## config.mk

```make
export PLATFORM = sky130hd
export DESIGN_NAME = qtmr_channel
export DESIGN_NICKNAME = d
export VERILOG_FILES = /design/src/rtl/qtmr_pkg.sv /design/src/rtl/qtmr_insync.sv /design/src/rtl/qtmr_stepgen.sv /design/src/rtl/qtmr_channel.sv
export SDC_FILE = /design/constraint.sdc
export NUM_CORES = 1
export LEC_CHECK = 0
export CAP_MARGIN = 20
export CORE_MARGIN = 5
export CORE_UTILIZATION = 40
export CTS_CLUSTER_DIAMETER = 50
export DETAILED_ROUTE_END_ITERATION = 8
export SLEW_MARGIN = 40
export SYNTH_ARGS = -nofsm -noshare
export SYNTH_HDL_FRONTEND = slang
export SYNTH_SLANG_ARGS = --single-unit
export TNS_END_PERCENT = 100
```

## constraint.sdc

```tcl
create_clock -name clk -period 4.3 [get_ports clk]
set_input_delay 0.86 -clock clk [delete_from_list [all_inputs] [get_ports clk]]
set_output_delay 0.86 -clock clk [all_outputs]
set_load 0.02 [all_outputs]
```

## src/rtl/qtmr_pkg.sv

```systemverilog
package qtmr_pkg;

  localparam int ADDR_W = 3;
  localparam int FLAG_N = 3;  // bit0 overflow, bit1 event A, bit2 event B
  localparam int GR_N   = 2;

  typedef enum logic [ADDR_W-1:0] {
    REG_CTRL = 3'd0,
    REG_IEN  = 3'd1,
    REG_STAT = 3'd2,
    REG_CNT  = 3'd3,
    REG_GRA  = 3'd4,
    REG_GRB  = 3'd5
  } reg_addr_e;

  typedef enum logic [1:0] {
    CK_EXT   = 2'd0,
    CK_DIV1  = 2'd1,
    CK_DIV4  = 2'd2,
    CK_DIV16 = 2'd3
  } clk_sel_e;

  typedef enum logic [1:0] {
    CLR_NONE = 2'd0,
    CLR_A    = 2'd1,
    CLR_B    = 2'd2,
    CLR_OFF  = 2'd3
  } clr_sel_e;

  // packed: first member is the most significant
  typedef struct packed {
    logic [GR_N-1:0] cap_mode;  // [9:8]
    logic            flag_dir;  // [7]
    clr_sel_e        clr;       // [6:5]
    logic [1:0]      edge_sel;  // [4:3]
    clk_sel_e        clk_src;   // [2:1]
    logic            phase;     // [0]
  } ctrl_t;

  localparam int CTRL_W = $bits(ctrl_t);

endpackage

```

## src/rtl/qtmr_insync.sv

```systemverilog
module qtmr_insync #(
  parameter int LANES  = 2,
  parameter int STAGES = 2
) (
  input  logic             clk,
  input  logic             rst_n,
  input  logic [LANES-1:0] din,
  output logic [LANES-1:0] lvl,
  output logic [LANES-1:0] lvl_prev
);

  logic [LANES-1:0] stage_q [STAGES];
  logic [LANES-1:0] prev_q;

  generate
    for (genvar s = 0; s < STAGES; s++) begin : g_stage
      if (s == 0) begin : g_first
        always_ff @(posedge clk or negedge rst_n)
          if (!rst_n) stage_q[0] <= '0;
          else        stage_q[0] <= din;
      end else begin : g_next
        always_ff @(posedge clk or negedge rst_n)
          if (!rst_n) stage_q[s] <= '0;
          else        stage_q[s] <= stage_q[s-1];
      end
    end
  endgenerate

  always_ff @(posedge clk or negedge rst_n)
    if (!rst_n) prev_q <= '0;
    else        prev_q <= stage_q[STAGES-1];

  assign lvl      = stage_q[STAGES-1];
  assign lvl_prev = prev_q;

endmodule

```

## src/rtl/qtmr_stepgen.sv

```systemverilog
module qtmr_stepgen
  import qtmr_pkg::*;
#(
  parameter int PRE_SHIFT = 2
) (
  input  logic       clk,
  input  logic       rst_n,
  input  logic       phase,
  input  clk_sel_e   clk_src,
  input  logic [1:0] edge_sel,
  input  logic [1:0] lvl,       // [0] = A, [1] = B
  input  logic [1:0] lvl_prev,
  output logic       step_up,
  output logic       step_down
);

  localparam int PRE_W = 2 * PRE_SHIFT;
  localparam logic [PRE_W-1:0] PRE_ONE = PRE_W'(1);

  logic [PRE_W-1:0] pre_q;
  logic [1:0] rise, fall;
  logic tick_mid, tick_slow, ext_hit, norm_tick, both_chg, q_up, q_dn;

  always_ff @(posedge clk or negedge rst_n)
    if (!rst_n) pre_q <= '0;
    else        pre_q <= pre_q + PRE_ONE;

  assign rise      = lvl & ~lvl_prev;
  assign fall      = ~lvl & lvl_prev;
  assign tick_mid  = &pre_q[PRE_SHIFT-1:0];
  assign tick_slow = &pre_q;
  assign both_chg  = (rise[0] | fall[0]) & (rise[1] | fall[1]);

  assign q_up = (rise[0] & ~lvl[1]) | (fall[0] & lvl[1]) |
                (rise[1] & lvl[0])  | (fall[1] & ~lvl[0]);
  assign q_dn = (rise[0] & lvl[1])  | (fall[0] & ~lvl[1]) |
                (rise[1] & ~lvl[0]) | (fall[1] & lvl[0]);

  always_comb begin
    unique case (edge_sel)
      2'd0:    ext_hit = rise[0];
      2'd1:    ext_hit = fall[0];
      default: ext_hit = rise[0] | fall[0];
    endcase
    unique case (clk_src)
      CK_EXT:   norm_tick = ext_hit;
      CK_DIV1:  norm_tick = 1'b1;
      CK_DIV4:  norm_tick = tick_mid;
      default:  norm_tick = tick_slow;
    endcase
    if (phase) begin
      step_up   = q_up & ~both_chg;
      step_down = q_dn & ~both_chg;
    end else begin
      step_up   = norm_tick;
      step_down = 1'b0;
    end
  end

  // never both directions at once
  p_dir_excl_r4: assert property (@(posedge clk) disable iff (!rst_n)
    !(step_up && step_down));

  // normal mode only counts up
  p_norm_up_only_r2: assert property (@(posedge clk) disable iff (!rst_n)
    !phase |-> !step_down);

endmodule

```

## src/rtl/qtmr_channel.sv

```systemverilog
module qtmr_channel
  import qtmr_pkg::*;
#(
  parameter int CNT_W       = 16,
  parameter int SYNC_STAGES = 2,
  parameter int PRE_SHIFT   = 2
) (
  input  logic              clk,
  input  logic              rst_n,
  input  logic              qa_i,
  input  logic              qb_i,
  input  logic              cap_a_i,
  input  logic              cap_b_i,
  input  logic              reg_wr_i,
  input  logic              reg_rd_i,
  input  logic [ADDR_W-1:0] reg_addr_i,
  input  logic [CNT_W-1:0]  reg_wdata_i,
  output logic [CNT_W-1:0]  reg_rdata_o,
  output logic              irq_o
);

  localparam logic [CNT_W-1:0] CNT_ONE = CNT_W'(1);

  ctrl_t             ctrl_q;
  logic [FLAG_N-1:0] ien_q, stat_q, armed_q, flag_set, flag_clr;
  logic [CNT_W-1:0]  cnt_q;
  logic [CNT_W-1:0]  gr_q [GR_N];

  logic [1:0]      q_lvl, q_prev;
  logic [GR_N-1:0] c_lvl, c_prev, cap_rise, ev;
  logic step_up, step_down;
  logic wr_ctrl, wr_ien, wr_stat, wr_cnt, rd_stat, clr_now, ovf_hit;

  qtmr_insync #(.LANES(2), .STAGES(SYNC_STAGES)) u_qsync (
    .clk(clk), .rst_n(rst_n), .din({qb_i, qa_i}),
    .lvl(q_lvl), .lvl_prev(q_prev));

  qtmr_insync #(.LANES(GR_N), .STAGES(SYNC_STAGES)) u_csync (
    .clk(clk), .rst_n(rst_n), .din({cap_b_i, cap_a_i}),
    .lvl(c_lvl), .lvl_prev(c_prev));

  qtmr_stepgen #(.PRE_SHIFT(PRE_SHIFT)) u_step (
    .clk(clk), .rst_n(rst_n), .phase(ctrl_q.phase), .clk_src(ctrl_q.clk_src),
    .edge_sel(ctrl_q.edge_sel), .lvl(q_lvl), .lvl_prev(q_prev),
    .step_up(step_up), .step_down(step_down));

  assign cap_rise = c_lvl & ~c_prev;

  assign wr_ctrl = reg_wr_i && (reg_addr_i == REG_CTRL);
  assign wr_ien  = reg_wr_i && (reg_addr_i == REG_IEN);
  assign wr_stat = reg_wr_i && (reg_addr_i == REG_STAT);
  assign wr_cnt  = reg_wr_i && (reg_addr_i == REG_CNT);
  assign rd_stat = reg_rd_i && (reg_addr_i == REG_STAT);

  // per general register: compare match or capture event
  generate
    for (genvar g = 0; g < GR_N; g++) begin : g_gr
      assign ev[g] = ctrl_q.cap_mode[g] ? cap_rise[g] : (cnt_q == gr_q[g]);
    end
  endgenerate

  assign clr_now = ((ctrl_q.clr == CLR_A) && ev[0]) ||
                   ((ctrl_q.clr == CLR_B) && ev[1]);

  assign ovf_hit = !wr_cnt && !clr_now &&
                   ((step_up && (cnt_q == '1)) ||
                    (step_down && (cnt_q == '0) && !ctrl_q.flag_dir));

  always_comb begin
    flag_set = {ev[1], ev[0], ovf_hit};
    for (int i = 0; i < FLAG_N; i++)
      flag_clr[i] = wr_stat && armed_q[i] && !reg_wdata_i[i];
  end

  always_ff @(posedge clk or negedge rst_n) begin
    if (!rst_n) begin
      ctrl_q  <= '0;
      ien_q   <= '0;
      stat_q  <= '0;
      armed_q <= '0;
      cnt_q   <= '0;
      for (int g = 0; g < GR_N; g++) gr_q[g] <= '1;
    end else begin
      if (wr_ctrl) ctrl_q <= ctrl_t'(reg_wdata_i[CTRL_W-1:0]);
      if (wr_ien)  ien_q  <= reg_wdata_i[FLAG_N-1:0];
      stat_q  <= (stat_q & ~flag_clr) | flag_set;
      armed_q <= (rd_stat ? stat_q : armed_q) & ~flag_clr;
      if (wr_cnt)         cnt_q <= reg_wdata_i;
      else if (clr_now)   cnt_q <= '0;
      else if (step_up)   cnt_q <= cnt_q + CNT_ONE;
      else if (step_down) cnt_q <= cnt_q - CNT_ONE;
      for (int g = 0; g < GR_N; g++) begin
        if (reg_wr_i && (reg_addr_i == ADDR_W'(REG_GRA) + ADDR_W'(g)))
          gr_q[g] <= reg_wdata_i;
        else if (ctrl_q.cap_mode[g] && cap_rise[g])
          gr_q[g] <= cnt_q;
      end
    end
  end

  always_comb begin
    unique case (reg_addr_e'(reg_addr_i))
      REG_CTRL: reg_rdata_o = CNT_W'(ctrl_q);
      REG_IEN:  reg_rdata_o = CNT_W'(ien_q);
      REG_STAT: reg_rdata_o = CNT_W'(stat_q);
      REG_CNT:  reg_rdata_o = cnt_q;
      REG_GRA:  reg_rdata_o = gr_q[0];
      REG_GRB:  reg_rdata_o = gr_q[1];
      default:  reg_rdata_o = '0;
    endcase
  end

  assign irq_o = |(stat_q & ien_q);

  // without write or clear, the counter moves by at most one
  p_unit_step_r4: assert property (@(posedge clk) disable iff (!rst_n)
    (!wr_cnt && !clr_now) |=> ((cnt_q == $past(cnt_q)) ||
                               (cnt_q == $past(cnt_q) + CNT_ONE) ||
                               (cnt_q == $past(cnt_q) - CNT_ONE)));

  // simultaneous change of both phases leaves the counter alone
  p_invalid_hold_r5: assert property (@(posedge clk) disable iff (!rst_n)
    (ctrl_q.phase && (q_lvl[0] != q_prev[0]) && (q_lvl[1] != q_prev[1]) &&
     !wr_cnt && !clr_now) |=> $stable(cnt_q));

  // selected event clears the counter on the next edge
  p_clear_next_r8: assert property (@(posedge clk) disable iff (!rst_n)
    (clr_now && !wr_cnt) |=> (cnt_q == '0));

  // flag direction 1 keeps underflow from raising the overflow flag
  p_underflow_quiet_r7: assert property (@(posedge clk) disable iff (!rst_n)
    (ctrl_q.flag_dir && step_down && !step_up && (cnt_q == '0) &&
     !stat_q[0] && !wr_cnt) |=> !stat_q[0]);

  // a set flag persists unless an armed zero is written
  p_flag_hold_r10: assert property (@(posedge clk) disable iff (!rst_n)
    (stat_q[0] && !(wr_stat && armed_q[0] && !reg_wdata_i[0])) |=> stat_q[0]);

endmodule

```

# Word-level counts from Yosys, hierarchy flattened
# Index checks and enable logic that the tools add are counted.
# Widths: inputs -> output; s select.
dict set report word_totals {
  wordCells 124
  input_bits 27
  mem_bits_ro 0
  out_inout_bits 17
  ramBits 0
  register_bits 83
  mem_count 0
  latchBits 0
}
dict set report classes {
  bitwise 33
  n_shift 0
  n_eq_ne 13
  n_lt_le_gt_ge 0
  div_mod_pow 0
  addsub 3
  mux 16
  multipliers 0
  reduce_logical 40
}
# op n
set ops {}
lappend ops {{$mux 16} 8}
lappend ops {{$pmux 16 s6} 1}
lappend ops {{$eq 16x16->1} 2}
lappend ops {{$logic_and 1x1->1} 22}
lappend ops {{$add 16x1->16 const B} 1}
lappend ops {{$eq 16x16->1 const B} 1}
lappend ops {{$logic_not 16->1} 1}
lappend ops {{$sub 16x1->16 const B} 1}
lappend ops {{$and 1x1->1} 11}
lappend ops {{$and 3x3->3} 3}
lappend ops {{$or 1x1->1} 8}
lappend ops {{$and 2x2->2} 3}
lappend ops {{$eq 2x1->1 const B} 3}
lappend ops {{$eq 3x2->1 const B} 2}
lappend ops {{$eq 3x3->1 const B} 2}
lappend ops {{$logic_not 1->1} 6}
lappend ops {{$not 2->2} 3}
lappend ops {{$add 4x1->4 const B} 1}
lappend ops {{$eq 2x2->1 const B} 2}
lappend ops {{$logic_not 2->1} 2}
lappend ops {{$mux 1} 4}
lappend ops {{$reduce_and 4->1} 1}
lappend ops {{$reduce_bool 2->1} 2}
lappend ops {{$reduce_bool 4->1} 1}
lappend ops {{11 further kinds} 14}

# Longest topological paths before layout
dict set report depth {
  ltp_word 13
  mapped_depth 16
  depth_no_buf 16
}

# Hierarchy
# Synthesis repeated with hierarchy kept, for this count alone.
dict set report unflattened {
  hier_cells 587
  area_unflattened_um2 5524.0
}
# module cells_each area_per_inst_um2 instances seq_area_each_um2
set modules_own_cells {}
lappend modules_own_cells {qtmr_channel 539 4882.2 1 1716.6}
lappend modules_own_cells {qtmr_insync 8 165.2 2 150.1}
lappend modules_own_cells {qtmr_stepgen 32 311.5 1 100.1}

# Worst setup path after synthesis
# No wires, ideal clock.
dict set report synth_timing {
  path_type {reg2reg}
  from {reg u_qsync.stage_q, in the netlist u_qsync.lvl[0]}
  to {reg cnt_q[15]}
  setup_ns 0.087
  period_less_slack_ns 3.386
  setup_slack_ns 0.914
  t_arrival_ns 3.299
  stages_incl_launch_ff 15
  path_buffers 0
  required_ns 4.213
  cell_sequence {dfrtp_1 > inv_1 > ha_1 > mux2_1 > a211oi_1 > o32a_2 > ha_1 > and3_1 > a211oi_4 > o2111ai_1 > a31o_1 > a21oi_2 > xnor2_1 > a22o_1 > a22oi_1}
}
dict set report synth_between {
  elab_chain_len 11
  elab_cells_between_ends 31
  cone_classes {mux (7); bitwise (23); reduce/logical (1)}
}
# item line
set synth_rtl {}
lappend synth_rtl {{start, declared} qtmr_insync.sv:12} ;# logic [LANES-1:0] stage_q [STAGES];
lappend synth_rtl {{start signal, assigned by index} qtmr_insync.sv:24} ;# else stage_q[s] <= stage_q[s-1];
lappend synth_rtl {{$not 2->2} qtmr_stepgen.sv:29} ;# assign fall = ~lvl & lvl_prev;
lappend synth_rtl {{$and 2x2->2} qtmr_stepgen.sv:29}
lappend synth_rtl {{$and 1x1->1} qtmr_stepgen.sv:34} ;# assign q_up = (rise[0] & ~lvl[1]) | (fall[0] & lvl[1]) |
lappend synth_rtl {{$or 1x1->1 (2 in series)} qtmr_stepgen.sv:34}
lappend synth_rtl {{$or 1x1->1} qtmr_stepgen.sv:35} ;# (rise[1] & lvl[0]) | (fall[1] & ~lvl[0]);
lappend synth_rtl {{$and 1x1->1} qtmr_stepgen.sv:52} ;# step_up = q_up & ~both_chg;
lappend synth_rtl {{$mux 1} qtmr_stepgen.sv:51} ;# if (phase) begin
lappend synth_rtl {{$mux 16} qtmr_channel.sv:90} ;# else if (step_up) cnt_q <= cnt_q + CNT_ONE;
lappend synth_rtl {{$mux 16} qtmr_channel.sv:89} ;# else if (clr_now) cnt_q <= '0;
lappend synth_rtl {{$mux 16} qtmr_channel.sv:88} ;# if (wr_cnt) cnt_q <= reg_wdata_i;
lappend synth_rtl {{end signal, assigned} qtmr_channel.sv:88}
lappend synth_rtl {{end signal, assigned} qtmr_channel.sv:90}
lappend synth_rtl {{end signal, assigned} qtmr_channel.sv:91} ;# else if (step_down) cnt_q <= cnt_q - CNT_ONE;
lappend synth_rtl {{end, declared} qtmr_channel.sv:26} ;# logic [CNT_W-1:0] cnt_q;
# Parallel ways exist; a longest one is shown, timed or not.
# A chain may end at the register's enable or synchronous reset.

# Worst setup path in the final report
dict set report layout_timing {
  from {in reg_addr_i[1]}
  to {out reg_rdata_o[7]}
}
dict set report layout_between {
  elab_chain_len 2
  elab_cells_between_ends 7
  cone_classes {eq/ne (5); mux (1); reduce/logical (1)}
}
# item line
set layout_rtl {}
lappend layout_rtl {{start, declared} qtmr_channel.sv:16} ;# input logic [ADDR_W-1:0] reg_addr_i,
lappend layout_rtl {{$eq 3x3->1, or another cell as far along} qtmr_channel.sv:102} ;# unique case (reg_addr_e'(reg_addr_i))
lappend layout_rtl {{$pmux 16 s6 *} qtmr_channel.sv:102}
lappend layout_rtl {{end, declared} qtmr_channel.sv:18} ;# output logic [CNT_W-1:0] reg_rdata_o,
# Every way passes the cells marked *; elsewhere a longest branch is shown, timed or not.

==> run metrics <==
Top delay family on crit path buffers and inverters; Worst path slowest cell clkdlybuf4s50_1; Clk pin slew, worst setup/hold paths 0.06 ns; Final TNS setup 0 ns; Synth-to-Final Area Change 16.0%; Syn. warnings 0; relative slew slack 0.536; drt via density 5.55; initial core utilization 0.405; sequential area share after synthesis 0.396; post-route insts no fill 760; DR vias 4215; Die Ht 126 um; initial antenna violation count 0; cell count after placement 744; startpoint types input pin; Synth Area in Adders 0.0482; mux cell area share after synthesis 0.126; Worst-Skew Late Latency 0.34 ns; number of DRC markers in iteration 0 393; CTS Buffer Depth 2; Avg Cell Area, Syn 9.69 sq um; Post-Syn Nets 599; maximum vdd drop 0.000244 V; post-synthesis cell area 5350 sq um; ranking of synthesized cells by area dfrtp_1 24%, dfstp_2 16%, mux2i_1 8.8%, xor2_1 4.9%, ha_1 4.4%; largest area contributor in the netlist dfrtp_1; largest net degree at the start of global routing 84; multi-input gate area in the final layout 2980 sq um; main combinational cell family by area after synthesis compound AO/OA/AOI/OAI gates; P_leak 2.68 nW; GR Overflow Total 0; setup slack on the worst flop-to-flop path 0.39 ns; Detail Route Antenna Nets 0; Setup Skew 0.00782 ns; DRC violations left 0; Sinks on Clock Net 83; Worst Path Arrival 3.06 ns; unrepaired setup endpoints after global routing false; fmax 255 MHz; Cells after Synth 552; slowest stage delay, CP 0.66 ns; Synth top cells by count 51 x dfrtp_1, 51 x nand2_1, 47 x mux2i_1; hold_buf cts 0; Final #Nets 626; status finished, final reports clean; post-CTS setup buffers 0; GP Congestion 0.852; Pre-antenna DRT Iters 7; Die Wd 126 um; crit-path cells clkdlybuf4s50_1, and2_0, a22oi_1, o22ai_1, clkdlybuf4s50_1; placed inst area 5890 sq um; fraction of layout cells with a size suffix above 1 0.134; final hold vios 0; Routed wire per std cell 19.0 um; Final setup viols 0; # rows 42; Yosys top cell area share 0.239; vias in the first global route 4181; maximum fanout along the worst path 9; Post-synth ARST share 1.00; max_cap viols 0; core area 13200 sq um; Post-synth EDFFs 0; final instance area 6200 sq um; WP data required 3.44 ns; first-pass GRT wire length 23.5 mm; Antenna Cells 0; GRT Overall Usage 0.186; HPWL after DPL 10.2 mm; post-synth cell types 61; H-tree Lvls 3; Synth Area in Compound Gates 0.175; Crit Path Category input pin to output pin; register area 2120 sq um; final period utilization 0.912; number of buffers created by CTS 9; CTS resizes 0; PD cells 729 nW/um^2; hold crit path type flip-flop to flip-flop; num ports 44; Setup crit end kind output pin; Synth Area in Simple Gates 0.130; worst path buffer plus inverter count 2; WL final 14.5 mm; root buffer cell clkbuf_16; PortBufs 43; CTS tree done; post-layout min period 3.92 ns; FILL cells 1250; Die ar. 15800 sq um; Least-Margin Pin Slew 0.696 ns; Slew Viols, Final 0; Main synth FF type dfrtp_1; area share of xor/xnor cells in the synthesized design 0.0770; most used cell, CP clkdlybuf4s50_1; Yosys reg bits 83
## path summary, 6_finish.rpt
check	endpoint	from	cells past startpoint
max	reg_rdata_o[7]	reg_addr_i[1]	5
min	u_qsync.lvl[0]	u_qsync.stage_q[2]	0
max reg2reg	cnt_q[15]	u_qsync.lvl[0]	14
min reg2reg	u_qsync.lvl[0]	u_qsync.stage_q[2]	0
max in group asynchronous	cnt_q[9]	rst_n	1
min in group asynchronous	ien_q[2]	rst_n	1
## final cells by class
type                       instances  area share
sequential                        83       0.341
clock buffer                      13      0.0387
clock inverter                     3      0.0105
inverter                          17      0.0107
multi-input combinational        414       0.480
tap                              176      0.0355
timing repair buffer              54      0.0833
## worst register-to-register path: stages (launching register included)
cell	delay, ns
dfrtp_1	0.45
inv_1	0.07
ha_1	0.23
mux2_1	0.30
a211oi_1	0.26
o32a_2	0.46
ha_1	0.37
and3_1	0.22
a211oi_4	0.33
o2111ai_1	0.22
a31o_1	0.26
a21oi_2	0.16
xnor2_1	0.11
o31ai_1	0.25
a22oi_1	0.10
## report_power, final
group	internal, mW	switching (mW)
Combinational	1.02	1.06
Sequential	1.17	0.465
Clock	0.509	0.303
## cells by family after synthesis
kind of cell             count (synthesis)
AND/OR/NAND/NOR                        141
AO/OA/AOI/OAI                          143
buffers and inverters                   55
adder cells (fa/ha/maj)                 20
XOR/XNOR                                47
flip-flops                              83
multiplexers                            63
## per-layer routing
metal  up-vias  share of wire  GRT usage
li1       2022              -          -
met1      2048           0.47      0.269
met2       124           0.46      0.286
met3        21          0.047     0.0275
met4         0          0.019     0.0651
met5         -              0          0
## stage by stage
step                      worst slack (ns)  hold WS (ns)  utilization  power [mW]
after floorplan                      0.914         0.331            -        3.17
after CTS                            0.390         0.355        0.470        4.53
after global routing                 0.158         0.362        0.470        4.84
after global placement               0.430         0.334        0.447        3.65
final                                0.377         0.351        0.470        4.52
after detailed placement             0.394         0.342        0.447        3.70
## cells in the final DEF (no fill, tap or decap), types with 5 or more instances in the layout
master / count
o21ai_1: 24
dfstp_2: 32
nor4_1: 8
nand2_1: 51
dfrtp_1: 51
buf_4: 11
mux2i_1: 47
ha_1: 19
nor2_1: 34
nand3b_1: 5
nand4_1: 8
xor2_1: 30
mux2_1: 10
nor3_1: 9
a21oi_1: 34
inv_1: 15
a2bb2oi_1: 15
clkdlybuf4s50_1: 42
a22oi_1: 8
o22ai_1: 9
a21o_1: 6
o21ai_0: 25
xnor2_1: 17
clkbuf_16: 9
## flip-flops by register name, indices dropped and copies added (netlist names)
register / flops
u_qsync.stage_q: 2
u_csync.lvl_prev: 2
u_csync.lvl: 2
u_step.pre_q: 4
ien_q: 3
gr_q: 32
u_csync.stage_q: 2
stat_q: 3
cnt_q: 16
ctrl_q: 10
u_qsync.lvl: 2
u_qsync.lvl_prev: 2
armed_q: 3
No activity file was read; power rests on OpenSTA's default activity.
